### config.mk
export PLATFORM = sky130hd
export DESIGN_NAME = dma_burst_splitter
export DESIGN_NICKNAME = d
export VERILOG_FILES = /design/src/rtl/dbs_pkg.sv /design/src/rtl/dbs_chunk_calc.sv /design/src/rtl/dbs_cmd_pack.sv /design/src/rtl/dbs_timer.sv /design/src/rtl/dma_burst_splitter.sv
export SDC_FILE = /design/constraint.sdc
export NUM_CORES = 1
export LEC_CHECK = 0
export CORE_ASPECT_RATIO = 1.2
export CORE_MARGIN = 1
export CORE_UTILIZATION = 48
export CTS_BUF_LIST = sky130_fd_sc_hd__clkbuf_8
export CTS_CLUSTER_DIAMETER = 30
export DETAILED_ROUTE_END_ITERATION = 10
export GPL_TIMING_DRIVEN = 1
export PLACE_DENSITY = 0.85
export SYNTH_ARGS = -nofsm -noshare
export SYNTH_HDL_FRONTEND = slang
export SYNTH_SLANG_ARGS = --single-unit
### constraint.sdc
create_clock -name clk -period 3.6 [get_ports clk]
set_input_delay 0.72 -clock clk [delete_from_list [all_inputs] [get_ports clk]]
set_output_delay 0.72 -clock clk [all_outputs]
set_load 0.05 [all_outputs]
### src/rtl/dbs_pkg.sv
package dbs_pkg;

  typedef enum logic [2:0] {
    ST_IDLE,
    ST_CLEAR,
    ST_ISSUE,
    ST_WAIT,
    ST_FINISH
  } dbs_state_e;

  // command word field positions, decoded by the DMA engine
  localparam int CMD_RDOP_LSB = 16;
  localparam int CMD_WROP_LSB = 8;
  localparam int CMD_DIR_BIT  = 1;
  localparam int CMD_RDY_BIT  = 0;

endpackage

### src/rtl/dbs_chunk_calc.sv
module dbs_chunk_calc #(
  parameter int FADDR_W   = 32,
  parameter int REQ_LEN_W = 24,
  parameter int MAX_BURST = 4096,
  localparam int OFFW     = $clog2(MAX_BURST),
  localparam int BW       = OFFW + 1
) (
  input  logic                 write,
  input  logic [FADDR_W-1:0]   flash_addr,
  input  logic [REQ_LEN_W-1:0] remaining,
  output logic [BW-1:0]        chunk
);

  logic [BW-1:0] room;

  always_comb begin
    if (write) begin
      room = BW'(MAX_BURST) - {1'b0, flash_addr[OFFW-1:0]};
    end else begin
      room = BW'(MAX_BURST);
    end
    if (remaining >= REQ_LEN_W'(room)) begin
      chunk = room;
    end else begin
      chunk = remaining[BW-1:0];
    end
  end

endmodule

### src/rtl/dbs_cmd_pack.sv
module dbs_cmd_pack
  import dbs_pkg::*;
(
  input  logic       write,
  input  logic       ready,
  input  logic [7:0] rd_op,
  input  logic [7:0] wr_op,
  output logic [31:0] cmd
);

  always_comb begin
    cmd = '0;
    if (write) begin
      cmd[CMD_WROP_LSB +: 8] = wr_op;
    end else begin
      cmd[CMD_RDOP_LSB +: 8] = rd_op;
    end
    cmd[CMD_DIR_BIT] = write;
    cmd[CMD_RDY_BIT] = ready;
  end

endmodule

### src/rtl/dbs_timer.sv
module dbs_timer #(
  parameter int TIMER_W = 16
) (
  input  logic               clk,
  input  logic               rst_n,
  input  logic               clear,
  input  logic               run,
  input  logic [TIMER_W-1:0] limit,
  output logic               expired
);

  logic [TIMER_W-1:0] cnt_q;
  logic [TIMER_W-1:0] cnt_d;
  logic               cnt_en;

  always_comb begin
    cnt_en = clear | run;
    cnt_d  = clear ? '0 : cnt_q + 1'b1;
  end

  always_ff @(posedge clk or negedge rst_n) begin
    if (!rst_n) begin
      cnt_q <= '0;
    end else if (cnt_en) begin
      cnt_q <= cnt_d;
    end
  end

  assign expired = run && (({1'b0, cnt_q} + 1'b1) >= {1'b0, limit});

endmodule

### src/rtl/dma_burst_splitter.sv
module dma_burst_splitter
  import dbs_pkg::*;
#(
  parameter int FADDR_W     = 32,
  parameter int MADDR_W     = 32,
  parameter int REQ_LEN_W   = 24,
  parameter int MAX_BURST   = 4096,
  parameter int LEN_FIELD_W = 28,
  parameter int TIMER_W     = 16,
  parameter int DUMMY_CLK_W = 7
) (
  input  logic                   clk,
  input  logic                   rst_n,
  input  logic                   req_valid,
  output logic                   req_ready,
  input  logic                   req_write,
  input  logic [FADDR_W-1:0]     req_flash_addr,
  input  logic [MADDR_W-1:0]     req_mem_addr,
  input  logic [REQ_LEN_W-1:0]   req_len,
  input  logic [7:0]             rd_opcode,
  input  logic [7:0]             wr_opcode,
  input  logic [DUMMY_CLK_W-1:0] rd_dummy_clks,
  input  logic [2:0]             rd_if_type,
  input  logic [TIMER_W-1:0]     timeout_limit,
  output logic                   int_clear,
  output logic [31:0]            burst_cmd,
  output logic [FADDR_W-1:0]     burst_flash_addr,
  output logic [MADDR_W-1:0]     burst_mem_addr,
  output logic [LEN_FIELD_W-1:0] burst_len,
  output logic [3:0]             burst_dummy,
  output logic [2:0]             burst_if_type,
  input  logic                   burst_done,
  output logic                   req_done,
  output logic                   req_error,
  output logic [REQ_LEN_W-1:0]   bytes_moved
);

  localparam int OFFW = $clog2(MAX_BURST);
  localparam int BW   = OFFW + 1;

  dbs_state_e             state_q, state_d;
  logic                   write_q, write_d;
  logic [FADDR_W-1:0]     faddr_q, faddr_d;
  logic [MADDR_W-1:0]     maddr_q, maddr_d;
  logic [REQ_LEN_W-1:0]   remain_q, remain_d;
  logic [REQ_LEN_W-1:0]   moved_q, moved_d;
  logic [BW-1:0]          blen_q, blen_d;
  logic [7:0]             rdop_q, rdop_d;
  logic [7:0]             wrop_q, wrop_d;
  logic [3:0]             dummy_q, dummy_d;
  logic [2:0]             ift_q, ift_d;
  logic [TIMER_W-1:0]     limit_q, limit_d;
  logic                   err_q, err_d;
  logic                   dp_en;

  logic [BW-1:0]          chunk;
  logic                   expired;
  logic                   issuing;

  dbs_chunk_calc #(
    .FADDR_W  (FADDR_W),
    .REQ_LEN_W(REQ_LEN_W),
    .MAX_BURST(MAX_BURST)
  ) u_chunk (
    .write     (write_q),
    .flash_addr(faddr_q),
    .remaining (remain_q),
    .chunk     (chunk)
  );

  dbs_timer #(
    .TIMER_W(TIMER_W)
  ) u_timer (
    .clk    (clk),
    .rst_n  (rst_n),
    .clear  (state_q != ST_WAIT),
    .run    ((state_q == ST_WAIT) && !burst_done),
    .limit  (limit_q),
    .expired(expired)
  );

  assign issuing = (state_q == ST_ISSUE);

  dbs_cmd_pack u_cmd (
    .write(write_q),
    .ready(issuing),
    .rd_op(rdop_q),
    .wr_op(wrop_q),
    .cmd  (burst_cmd)
  );

  // next-state process
  always_comb begin
    state_d  = state_q;
    write_d  = write_q;
    faddr_d  = faddr_q;
    maddr_d  = maddr_q;
    remain_d = remain_q;
    moved_d  = moved_q;
    blen_d   = blen_q;
    rdop_d   = rdop_q;
    wrop_d   = wrop_q;
    dummy_d  = dummy_q;
    ift_d    = ift_q;
    limit_d  = limit_q;
    err_d    = err_q;
    dp_en    = 1'b0;
    unique case (state_q)
      ST_IDLE: begin
        if (req_valid) begin
          dp_en    = 1'b1;
          write_d  = req_write;
          faddr_d  = req_flash_addr;
          maddr_d  = req_mem_addr;
          remain_d = req_len;
          moved_d  = '0;
          rdop_d   = rd_opcode;
          wrop_d   = wr_opcode;
          dummy_d  = req_write ? 4'd0 : 4'(rd_dummy_clks >> 3);
          ift_d    = req_write ? 3'd0 : rd_if_type;
          limit_d  = timeout_limit;
          err_d    = 1'b0;
          state_d  = (req_len == '0) ? ST_FINISH : ST_CLEAR;
        end
      end
      ST_CLEAR: begin
        dp_en   = 1'b1;
        blen_d  = chunk;
        state_d = ST_ISSUE;
      end
      ST_ISSUE: begin
        state_d = ST_WAIT;
      end
      ST_WAIT: begin
        if (burst_done) begin
          dp_en    = 1'b1;
          faddr_d  = faddr_q + FADDR_W'(blen_q);
          maddr_d  = maddr_q + MADDR_W'(blen_q);
          remain_d = remain_q - REQ_LEN_W'(blen_q);
          moved_d  = moved_q + REQ_LEN_W'(blen_q);
          state_d  = (remain_q == REQ_LEN_W'(blen_q)) ? ST_FINISH : ST_CLEAR;
        end else if (expired) begin
          dp_en   = 1'b1;
          err_d   = 1'b1;
          state_d = ST_FINISH;
        end
      end
      ST_FINISH: begin
        state_d = ST_IDLE;
      end
      default: begin
        state_d = ST_IDLE;
      end
    endcase
  end

  // register process
  always_ff @(posedge clk or negedge rst_n) begin
    if (!rst_n) begin
      state_q <= ST_IDLE;
    end else begin
      state_q <= state_d;
    end
  end

  always_ff @(posedge clk or negedge rst_n) begin
    if (!rst_n) begin
      write_q  <= 1'b0;
      faddr_q  <= '0;
      maddr_q  <= '0;
      remain_q <= '0;
      moved_q  <= '0;
      blen_q   <= '0;
      rdop_q   <= '0;
      wrop_q   <= '0;
      dummy_q  <= '0;
      ift_q    <= '0;
      limit_q  <= '0;
      err_q    <= 1'b0;
    end else if (dp_en) begin
      write_q  <= write_d;
      faddr_q  <= faddr_d;
      maddr_q  <= maddr_d;
      remain_q <= remain_d;
      moved_q  <= moved_d;
      blen_q   <= blen_d;
      rdop_q   <= rdop_d;
      wrop_q   <= wrop_d;
      dummy_q  <= dummy_d;
      ift_q    <= ift_d;
      limit_q  <= limit_d;
      err_q    <= err_d;
    end
  end

  assign req_ready        = (state_q == ST_IDLE);
  assign int_clear        = (state_q == ST_CLEAR);
  assign req_done         = (state_q == ST_FINISH);
  assign req_error        = err_q;
  assign bytes_moved      = moved_q;
  assign burst_flash_addr = faddr_q;
  assign burst_mem_addr   = maddr_q;
  assign burst_len        = LEN_FIELD_W'(blen_q);
  assign burst_dummy      = dummy_q;
  assign burst_if_type    = ift_q;

  // every issued burst is non-empty and within the maximum
  a_r1_len_bound: assert property (@(posedge clk) disable iff (!rst_n)
    burst_cmd[CMD_RDY_BIT] |-> (burst_len != '0) && (burst_len <= LEN_FIELD_W'(MAX_BURST)));

  // a program burst never runs past an aligned boundary
  a_r2_no_cross: assert property (@(posedge clk) disable iff (!rst_n)
    (burst_cmd[CMD_RDY_BIT] && burst_cmd[CMD_DIR_BIT]) |->
      (({1'b0, burst_flash_addr[OFFW-1:0]} + (OFFW+1)'(burst_len)) <= (OFFW+1)'(MAX_BURST)));

  // the clear strobe is followed at once by the ready flag
  a_r5_clear_then_ready: assert property (@(posedge clk) disable iff (!rst_n)
    int_clear |=> burst_cmd[CMD_RDY_BIT]);

  // ready lasts one cycle and no new clear follows it directly
  a_r6_single_ready: assert property (@(posedge clk) disable iff (!rst_n)
    burst_cmd[CMD_RDY_BIT] |=> (!burst_cmd[CMD_RDY_BIT] && !int_clear));

  // a clean completion leaves nothing outstanding
  a_r8_clean_done: assert property (@(posedge clk) disable iff (!rst_n)
    (req_done && !req_error) |-> (remain_q == '0));

  // the block is never idle while a burst is announced
  a_r10_busy_not_ready: assert property (@(posedge clk) disable iff (!rst_n)
    (int_clear || burst_cmd[CMD_RDY_BIT] || req_done) |-> !req_ready);

endmodule

==> results of run 1 <==
==> registers in the layout (all words and copies together) (netlist names) <==
signal and count:
write_q 1, state_q 3, wrop_q 8, u_timer.cnt_q 16, burst_dummy 4, rdop_q 8, req_error 1, burst_flash_addr 32
remain_q 24, blen_q 13, burst_if_type 3, bytes_moved 24, limit_q 16, burst_mem_addr 32
==> metal layers <==
metal	up-vias	part of all wire, %	global-route usage, %
li1	5928	-	-
met1	6052	39	34.3
met2	587	49	47.7
met3	143	7.1	4.87
met4	0	5.0	16.0
met5	-	0	0
==> power by group through the flow <==
stage / combinational [mW] / sequential, mW / clock, mW
after floorplan: 6.79 / 5.48 / 0
after global placement: 11.2 / 3.95 / 0
after detailed placement: 11.6 / 3.99 / 0
after CTS: 11.7 / 3.95 / 1.49
after global routing: 12.8 / 4.10 / 1.57
final: 11.8 / 3.99 / 1.47
==> kinds of logic after synthesis <==
| kind of cell | Yosys count |
|---|---|
| XOR/XNOR | 65 |
| flip-flops | 185 |
| buffers and inverters | 156 |
| AO/OA/AOI/OAI | 449 |
| multiplexers | 4 |
| adder cells (fa/ha/maj) | 87 |
| other | 1 |
| AND/OR/NAND/NOR | 589 |
==> path summary, 6_finish.rpt <==
| check | from | to | slack (ps) | cells after the start |
|---|---|---|---|---|
| setup / recovery | burst_flash_addr[5]$_DFFE_PN0P_ | blen_q[5]$_DFFE_PN0P_ | 150 | 14 |
| setup reg to reg | burst_flash_addr[5]$_DFFE_PN0P_ | blen_q[5]$_DFFE_PN0P_ | 150 | 14 |
| min in group clk | rdop_q[4]$_DFFE_PN0P_ | rdop_q[4]$_DFFE_PN0P_ | 480 | 2 |
| max in group asynchronous | rst_n | limit_q[8]$_DFFE_PN0P_ | 2490 | 2 |
| hold reg to reg | rdop_q[4]$_DFFE_PN0P_ | rdop_q[4]$_DFFE_PN0P_ | 480 | 2 |
| hold / removal | rst_n | burst_flash_addr[22]$_DFFE_PN0P_ | 260 | 1 |
==> repair_timing <==
item | CTS | global route
buffers inserted | 0 | 0
setup endpoints to repair | 11 | 14
pin swaps | 1 | 1
resized for setup | 3 | 12
==> area by class of cell <==
cell class	count	area, um^2	share of cell area (%)
multi-input cells	1223	7630	47.2
flip-flops and latches	185	4630	28.6
repair buffers	295	2910	18.0
well taps	335	419	2.59
clock buffers	17	234	1.45
inverters	48	180	1.11
clock inverters	15	171	1.06
diodes	3	7.51	0.0464
==> stage by stage <==
stage | TNS [ps] | instances
finish | 0 | 2121
global route | 0 | 2121
CTS | 0 | 2118
detailed placement | -7.69 | 2086
global placement | 0 | 2086
floorplan | 0 | 1564
==> cell usage in the layout, fill, tap and decap left out, types with 29 or more instances in the layout <==
| cell | Yosys | layout |
|---|---|---|
| a21oi_1 | 116 | 115 |
| and3_1 | 30 | 30 |
| buf_4 | 32 | 31 |
| clkdlybuf4s50_1 | 0 | 260 |
| conb_1 | 1 | 29 |
| dfrtp_1 | 185 | 185 |
| ha_1 | 83 | 82 |
| inv_1 | 48 | 48 |
| nand2_1 | 212 | 209 |
| nand3_1 | 51 | 51 |
| nor2_1 | 130 | 127 |
| nor3_1 | 30 | 29 |
| o21ai_0 | 113 | 112 |
| xnor2_1 | 39 | 39 |
==> flow_metrics.env, run 1 <==
export IMPL_status="finished, final reports clean"
export IMPL_ys_seq_elements=185
export IMPL_final_max_slew_viol_count=0
export IMPL_combinationalPowerShare_pct=68.4
export IMPL_dieArea_um2=27500
export IMPL_cp_end_kind="flip-flop"
export IMPL_muxShareOfSynthArea_pct=0.311
export IMPL_worstMarginPinSlew_ps=734
export IMPL_yosysTopAreaCell="dfrtp_1"
export IMPL_tritoncts="yes"
export IMPL_vias=12700
export IMPL_first_iter_violations=1053
export IMPL_port_buffer_count=261
export IMPL_critical_path_top_delay_family="simple AND/OR/NAND/NOR gates"
export IMPL_yosys_top_cells_area="dfrtp_1 (36%), ha_1 (8.1%), nand2_1 (6.2%)"
export IMPL_setup_viol=0
export IMPL_peakVddDrop_mv=0.523
export IMPL_gp_congestion=0.935
export IMPL_fillCellCount=2259
export IMPL_hp_class="in -> async"
export IMPL_synth_warnings=0
export IMPL_grt_pass1_vias=12400
export IMPL_track_usage_pct=28.5
export IMPL_slew_headroom_pct=51.1
export IMPL_grt_pass1_wl_um=62000
export IMPL_cp_max_fo=7
export IMPL_clk_latency_ps=490
export IMPL_crit_path_top_delay_cell="or4_4"
export IMPL_syn_avg_cell_area_um2=8.38
export IMPL_cts_buffers=17
export IMPL_crit_buf_inv=1
export IMPL_path_cells="or4_4, or3_4, nor3_2, xnor2_1, nand2_2, ha_4, and3_1, o2111a_1, o2111ai_1, o21ai_2, nand2_2, nor2_4, buf_4, a21oi_1"
export IMPL_synth_top_area_share_pct=36.0
export IMPL_cap_violations=0
export IMPL_synth_top_family_by_area="compound AO/OA/AOI/OAI gates"
export IMPL_leakagePower_nw=6.99
export IMPL_min_period_over_period_pct=96.0
export IMPL_hold_violations=0
export IMPL_cts_htree_levels=4
export IMPL_fin_total_pwr_mw=17.3
export IMPL_synth_compound_area_share_pct=22.6
export IMPL_max_stage_delay_ps=560
export IMPL_clkTransAtPathRegs_ps=120
export IMPL_synth_main_ff_cell="dfrtp_1"
export IMPL_cpMostUsedCell="nand2_2"
export IMPL_fin_hold_ws_ps=259
export IMPL_wl_per_cell_um=18.2
export IMPL_synth_most_common_cell="nand2_1"
export IMPL_power_density_nw_per_um2=1070
export IMPL_syn_area_um2=12900
export IMPL_initial_core_util_pct=48.8
export IMPL_ys_types=83
export IMPL_finalCriticalPeriod_ps=3450
export IMPL_pwr_share_seq_pct=23.1
export IMPL_clockBufferDepth=2
export IMPL_skew_ps=29.0
export IMPL_dpl_cell_area_um2=15700
export IMPL_utilization_pct=61.4
export IMPL_synth_async_reset_ratio_pct=100
export IMPL_crit_type="reg -> reg"
export IMPL_synth_edf_count=0
export IMPL_layout_drive_gt1_share_pct=5.83
export IMPL_drtAntennaViolNets=0
export IMPL_swShare_pct=54.5
export IMPL_grt_max_degree=107
export IMPL_synth_simple_area_share_pct=21.7
export IMPL_post_route_cell_area_um2=16200
export IMPL_first_pass_iters=5
export IMPL_synthTopCellsByCount="nand2_1 (212), dfrtp_1 (185), nor2_1 (130)"
export IMPL_fmax_ghz=0.289
export IMPL_clockRootBuffer="clkbuf_8"
export IMPL_rsz0062_at_grt="false"
export IMPL_cp_start_kind="flip-flop"
export IMPL_ioPinCount=294
export IMPL_arrival_ps=3810
export IMPL_core_um2=26400
export IMPL_p_switching_mw=9.43
export IMPL_grt_overflow_total=0
export IMPL_synthXorXnorAreaFrac_pct=4.42
export IMPL_syn_to_final_growth_pct=25.8
export IMPL_cts_sinks=185
export IMPL_p_clk_share_pct=8.5
export IMPL_antenna_found_initial=4
export IMPL_rows=65
export IMPL_fin_nets=1992
export IMPL_synth_seq_area_share_pct=36.0
export IMPL_drc=0
export IMPL_routed_via_density=5.99
export IMPL_netlist_instances=1536
export IMPL_die_w_um=151
export IMPL_worst_slack_ps=146
export IMPL_synthAdderAreaFrac_pct=8.69
export IMPL_place_ws_ps=-7.69
export IMPL_critPathRequiredTime_ps=3960
export IMPL_finalWirelength_um=38600
export IMPL_hpwl_um=27900
export IMPL_intPower_mw=7.87
export IMPL_ctsHoldBuffers=0
export IMPL_die_h_um=181
Note: power is estimated with default switching activity, not from simulation.
==> run 2: changes to the inputs <==
Settings changed: SYNTH_HIERARCHICAL from default to 1.
==> flow_metrics.env, run 2 <==
export IMPL_status="finished, final reports clean"
export IMPL_ys_seq_elements=185
export IMPL_rows=65
export IMPL_final_common_cell="clkdlybuf4s50_1"
export IMPL_cts_htree_levels=4
export IMPL_rrSetupSlack_ps=40
export IMPL_crit_type="reg -> reg"
export IMPL_r2r_start="burst_flash_addr[8]$_DFFE_PN0P_"
export IMPL_clk_latency_ps=500
export IMPL_setup_viol=0
export IMPL_final_max_slew_viol_count=0
export IMPL_fmax_ghz=0.281
export IMPL_synthTopCellsByCount="nand2_1 (235), dfrtp_1 (185), o21ai_0 (129)"
export IMPL_track_usage_pct=28.2
export IMPL_layout_drive_gt1_share_pct=6.77
export IMPL_hp_class="in -> async"
export IMPL_place_ws_ps=-30.0
export IMPL_crit_path_top_delay_cell="or4_4"
export IMPL_ys_types=84
export IMPL_wl_per_cell_um=18.9
export IMPL_syn_to_final_growth_pct=26.3
export IMPL_initial_core_util_pct=49.1
export IMPL_peakVddDrop_mv=0.731
export IMPL_crit_buf_inv=0
export IMPL_worst_slack_ps=39.6
export IMPL_max_stage_delay_ps=550
export IMPL_critical_path_top_delay_family="simple AND/OR/NAND/NOR gates"
export IMPL_arrival_ps=3950
export IMPL_drtAntennaViolNets=0
export IMPL_tritoncts="yes"
export IMPL_clockBufferDepth=2
export IMPL_grt_max_degree=88
export IMPL_port_buffer_count=261
export IMPL_finalCriticalPeriod_ps=3560
export IMPL_finalWirelength_um=39600
export IMPL_cts_sinks=185
export IMPL_cpMostUsedCell="or4_4"
export IMPL_syn_avg_cell_area_um2=8.60
export IMPL_synth_top_area_share_pct=35.8
export IMPL_die_w_um=152
export IMPL_synth_warnings=6
export IMPL_core_um2=26400
export IMPL_first_pass_iters=6
export IMPL_skew_ps=21.6
export IMPL_syn_area_um2=12900
export IMPL_fin_nets=1966
export IMPL_die_h_um=182
export IMPL_path_cells="or4_4, or3_4, or4_4, nand3_4, ha_4, and3_4, nand3_2, a311oi_1, or4_4, mux2_4, mux2_4"
export IMPL_post_route_cell_area_um2=16300
export IMPL_ioPinCount=294
export IMPL_routed_via_density=5.93
export IMPL_setup_tns_ps=0
export IMPL_clockRootBuffer="clkbuf_8"
export IMPL_cp_max_fo=3
export IMPL_grt_pass1_vias=11900
export IMPL_synth_most_common_cell="nand2_1"
export IMPL_synth_main_ff_cell="dfrtp_1"
export IMPL_clkTransAtPathRegs_ps=100
export IMPL_grt_overflow_total=0
export IMPL_cp_end_kind="flip-flop"
export IMPL_netlist_instances=1505
export IMPL_grt_pass1_wl_um=62800
export IMPL_cp_start_kind="flip-flop"
export IMPL_synth_edf_count=0
export IMPL_slew_headroom_pct=39.1
export IMPL_power_density_nw_per_um2=1010
export IMPL_cap_violations=0
export IMPL_worstMarginPinSlew_ps=908
export IMPL_ctsHoldBuffers=0
export IMPL_synth_async_reset_ratio_pct=100
export IMPL_antenna_found_initial=2
export IMPL_dpl_cell_area_um2=15800
export IMPL_rsz0062_at_grt="true"
export IMPL_first_iter_violations=961
export IMPL_hold_violations=0
export IMPL_gp_congestion=0.920
export IMPL_yosys_top_cells_area="dfrtp_1 (36%), ha_1 (8.0%), nand2_1 (6.8%)"
export IMPL_cts_buffers=17
export IMPL_drc=0
export IMPL_synth_seq_area_share_pct=35.8
export IMPL_dieArea_um2=27600
export IMPL_hpwl_um=29200
export IMPL_leakagePower_nw=7.16
export IMPL_timing_rr_end="blen_q[0]$_DFFE_PN0P_"
export IMPL_yosysTopAreaCell="dfrtp_1"
export IMPL_layout_common_cells="clkdlybuf4s50_1 (259), nand2_1 (234), dfrtp_1 (182)"
export IMPL_critPathRequiredTime_ps=3990
export IMPL_reg2regPathDepth=11
export IMPL_min_period_over_period_pct=98.9
export IMPL_vias=12400
-- run 2: cell count changes in the layout (fill, tap and decap cells not counted), moves of 15 or more --
cell / delta
nor2_1: -58
a21oi_1: -57
a22oi_1: +30
nand2_1: +25
mux2i_1: +21
inv_1: +18
o21ai_0: +17
o22a_1: -17
o21a_1: -15
xor2_1: +15
-- run 2: what timing repair did --
action	in CTS	in global routing
endpoints found under the setup margin	1	13
setup buffers	1	0
cloned	0	0
pin swaps	1	2
gates resized for setup	7	5
-- run 2: per-layer routing --
metal,routed length [um],track usage [%],share of wire (%),up-vias
met1,16600,36.2,42,6002
li1,-,-,-,5842
met4,1550,12.6,3.9,0
met3,2300,4.63,5.8,103
met2,19100,46.7,48,479
met5,0,0,0,-
-- run 2: area by class of cell --
cell class | count | area (um^2)
clock buffer | 18 | 248
fill | 2226 | 10000
inverter | 66 | 248
timing repair buffer | 297 | 2960
tap | 335 | 419
antenna | 2 | 5.00
clock inverter | 14 | 164
sequential | 185 | 4630
multi-input combinational | 1177 | 7660
-- run 2: cells by family after synthesis --
group / synth area share (%)
multiplexers: 2.20
buffers and inverters: 6.36
adder cells (fa/ha/maj): 8.65
AO/OA/AOI/OAI: 19.0
AND/OR/NAND/NOR: 22.2
other: 0.0581
XOR/XNOR: 5.75
flip-flops: 35.8
-- run 2: worst max path at each step --
stage | start | endpoint | slack, ps | cells after the start
3_5_place_dp | burst_flash_addr[8]$_DFFE_PN0P_ | blen_q[0]$_DFFE_PN0P_ | -30 | 11
4_1_cts | burst_flash_addr[8]$_DFFE_PN0P_ | blen_q[0]$_DFFE_PN0P_ | -10 | 10
2_1_floorplan | burst_flash_addr[8]$_DFFE_PN0P_ | blen_q[0]$_DFFE_PN0P_ | -160 | 11
6_report | burst_flash_addr[8]$_DFFE_PN0P_ | blen_q[0]$_DFFE_PN0P_ | 40 | 11
5_1_grt | burst_flash_addr[0]$_DFFE_PN0P_ | blen_q[0]$_DFFE_PN0P_ | -50 | 13
3_3_place_gp | burst_flash_addr[8]$_DFFE_PN0P_ | blen_q[0]$_DFFE_PN0P_ | 0.2 | 10
-- run 2: through the flow --
| step | cells | hold slack (ps) | total power, mW | utilization (%) |
|---|---|---|---|---|
| 5_1_grt | 2094 | 357 | 17.5 | 62.0 |
| 6_report | 2094 | 295 | 16.4 | 62.0 |
| 3_5_place_dp | 2059 | 454 | 14.7 | 60.1 |
| 2_1_floorplan | 1532 | 424 | 11.4 | - |
| 4_1_cts | 2092 | 330 | 16.4 | 61.9 |
| 3_3_place_gp | 2059 | 450 | 14.5 | 60.1 |
-- run 2: where the power goes --
part           internal, mW  leakage, nW  switching (mW)
Combinational          4.06         4.68            6.82
Clock                 0.654        0.198           0.860
Sequential             2.96         2.28            1.09
Total                  7.68         7.16            8.77
==> run 3: changes to the inputs <==
Settings changed: CORE_UTILIZATION 48 to 45, PLACE_DENSITY 0.85 to 0.81.
==> flow_metrics.env, run 3 (same netlist as run 2, synthesis figures left out) <==
export IMPL_clockBufferDepth=2
export IMPL_worstMarginPinSlew_ps=817
export IMPL_p_clk_share_pct=9.1
export IMPL_track_usage_pct=26.7
export IMPL_min_period_over_period_pct=99.3
export IMPL_timing_rr_end="blen_q[0]$_DFFE_PN0P_"
export IMPL_grt_pass1_vias=11900
export IMPL_hp_class="in -> async"
export IMPL_cts_htree_levels=4
export IMPL_fin_cells=2135
export IMPL_grt_max_degree=77
export IMPL_cts_buffers=17
export IMPL_core_um2=28100
export IMPL_port_buffer_count=261
export IMPL_combinationalPowerShare_pct=66.3
export IMPL_finalCriticalPeriod_ps=3580
export IMPL_arrival_ps=3950
export IMPL_final_common_cell="clkdlybuf4s50_1"
export IMPL_crit_path_top_delay_cell="or4_4"
export IMPL_vias=12400
export IMPL_peakVddDrop_mv=0.672
export IMPL_dp_cells=2100
export IMPL_crit_type="reg -> reg"
export IMPL_fin_nets=1964
export IMPL_power_density_nw_per_um2=1000
export IMPL_cp_end_kind="flip-flop"
export IMPL_intPower_mw=7.66
export IMPL_tritoncts="yes"
export IMPL_first_pass_iters=6
export IMPL_rows=67
export IMPL_skew_ps=23.8
export IMPL_setup_viol=0
export IMPL_grt_overflow_total=0
export IMPL_antenna_found_initial=2
export IMPL_cap_violations=0
export IMPL_layout_drive_gt1_share_pct=6.73
export IMPL_drtAntennaViolNets=0
export IMPL_drc=0
export IMPL_clk_latency_ps=490
export IMPL_slew_headroom_pct=45.2
export IMPL_die_w_um=157
export IMPL_fillCellCount=2445
export IMPL_hold_violations=0
export IMPL_syn_to_final_growth_pct=26.4
export IMPL_clockRootBuffer="clkbuf_8"
export IMPL_ioPinCount=294
export IMPL_finalWirelength_um=39000
export IMPL_cts_sinks=185
export IMPL_cp_start_kind="flip-flop"
export IMPL_max_stage_delay_ps=530
export IMPL_gp_congestion=0.916
export IMPL_crit_buf_inv=0
export IMPL_swShare_pct=53.2
export IMPL_rrSetupSlack_ps=20
export IMPL_r2r_start="burst_flash_addr[8]$_DFFE_PN0P_"
export IMPL_cpMostUsedCell="or4_4"
export IMPL_path_cells="or4_4, or3_4, or4_4, nand3_4, ha_4, and3_4, a22o_1, or4_4, mux2_4, mux2_2"
export IMPL_dieArea_um2=29400
export IMPL_wl_per_cell_um=18.3
export IMPL_rsz0062_at_grt="true"
export IMPL_routed_via_density=5.80
export IMPL_clkTransAtPathRegs_ps=100
export IMPL_critical_path_top_delay_family="simple AND/OR/NAND/NOR gates"
export IMPL_die_h_um=188
export IMPL_pwr_share_seq_pct=24.7
export IMPL_cp_depth=10
export IMPL_final_max_slew_viol_count=0
export IMPL_p_switching_mw=8.69
export IMPL_grt_pass1_wl_um=62200
export IMPL_layout_common_cells="clkdlybuf4s50_1 (259), nand2_1 (234), dfrtp_1 (182)"
export IMPL_leakagePower_nw=7.15
export IMPL_fin_total_pwr_mw=16.3
export IMPL_fmax_ghz=0.280
export IMPL_status="finished, final reports clean"
export IMPL_reg2regPathDepth=10
export IMPL_initial_core_util_pct=46.1
export IMPL_first_iter_violations=1003
export IMPL_hpwl_um=28900
export IMPL_critPathRequiredTime_ps=3980
export IMPL_cp_max_fo=3
==> run 3: cell types whose count changed in the layout (fill, tap and decap cells not counted), moves of 2 or more <==
| cell | change |
|---|---|
| buf_12 | -2 |
| inv_8 | -3 |
| clkinvlp_4 | -3 |
| inv_6 | +2 |
==> run 3: how the worst max path moves through the flow <==
stage                                  to  slack (ps)                       startpoint
finish              blen_q[0]$_DFFE_PN0P_          20  burst_flash_addr[8]$_DFFE_PN0P_
global route        blen_q[0]$_DFFE_PN0P_         -40  burst_flash_addr[8]$_DFFE_PN0P_
CTS                 blen_q[0]$_DFFE_PN0P_         -30  burst_flash_addr[8]$_DFFE_PN0P_
detailed placement  blen_q[0]$_DFFE_PN0P_         -20  burst_flash_addr[0]$_DFFE_PN0P_
global placement    blen_q[0]$_DFFE_PN0P_          20  burst_flash_addr[8]$_DFFE_PN0P_
floorplan           blen_q[0]$_DFFE_PN0P_        -160  burst_flash_addr[8]$_DFFE_PN0P_
==> run 3: repair_timing <==
item	CTS	global route
buffers inserted	0	2
setup endpoints to repair	3	14
hold buffers	0	0
resized for setup	1	13
==> run 3: per-layer routing <==
metal	part of all wire (%)	global-route usage [%]	vias to the layer above
met1	43	35.6	5980
li1	-	-	5828
met2	48	43.2	488
met3	6.1	4.07	84
met5	0	0	-
met4	3.1	10.7	0
==> run 3: area by class of cell <==
type                       instances  area (um^2)  area share, %
antenna                            2         5.00         0.0306
clock buffer                      19          262           1.60
clock inverter                    12          139          0.849
inverter                          66          248           1.51
multi-input combinational       1177         7670           46.9
sequential                       185         4630           28.3
tap                              379          474           2.90
timing repair buffer             295         2920           17.9
==> run 3: metrics by stage <==
stage               setup slack [ps]  util [%]  TNS (ps)  hold slack (ps)  cell area, um^2
floorplan                       -161         -     -1140              424            13000
global placement                19.7      56.5         0              449            15900
detailed placement             -19.4      56.5     -19.4              457            15900
CTS                            -29.9      57.9     -29.9              177            16300
global route                   -36.8      58.2     -43.3              196            16400
finish                          23.8      58.2         0              192            16400
==> run 3: power groups by stage <==
| stage | Sequential, mW | Clock [mW] | Combinational [mW] |
|---|---|---|---|
| global route | 4.15 | 1.60 | 11.7 |
| floorplan | 5.52 | 0 | 5.87 |
| detailed placement | 4.03 | 0 | 10.6 |
| global placement | 3.99 | 0 | 10.4 |
| CTS | 4.00 | 1.51 | 10.7 |
| finish | 4.03 | 1.48 | 10.8 |
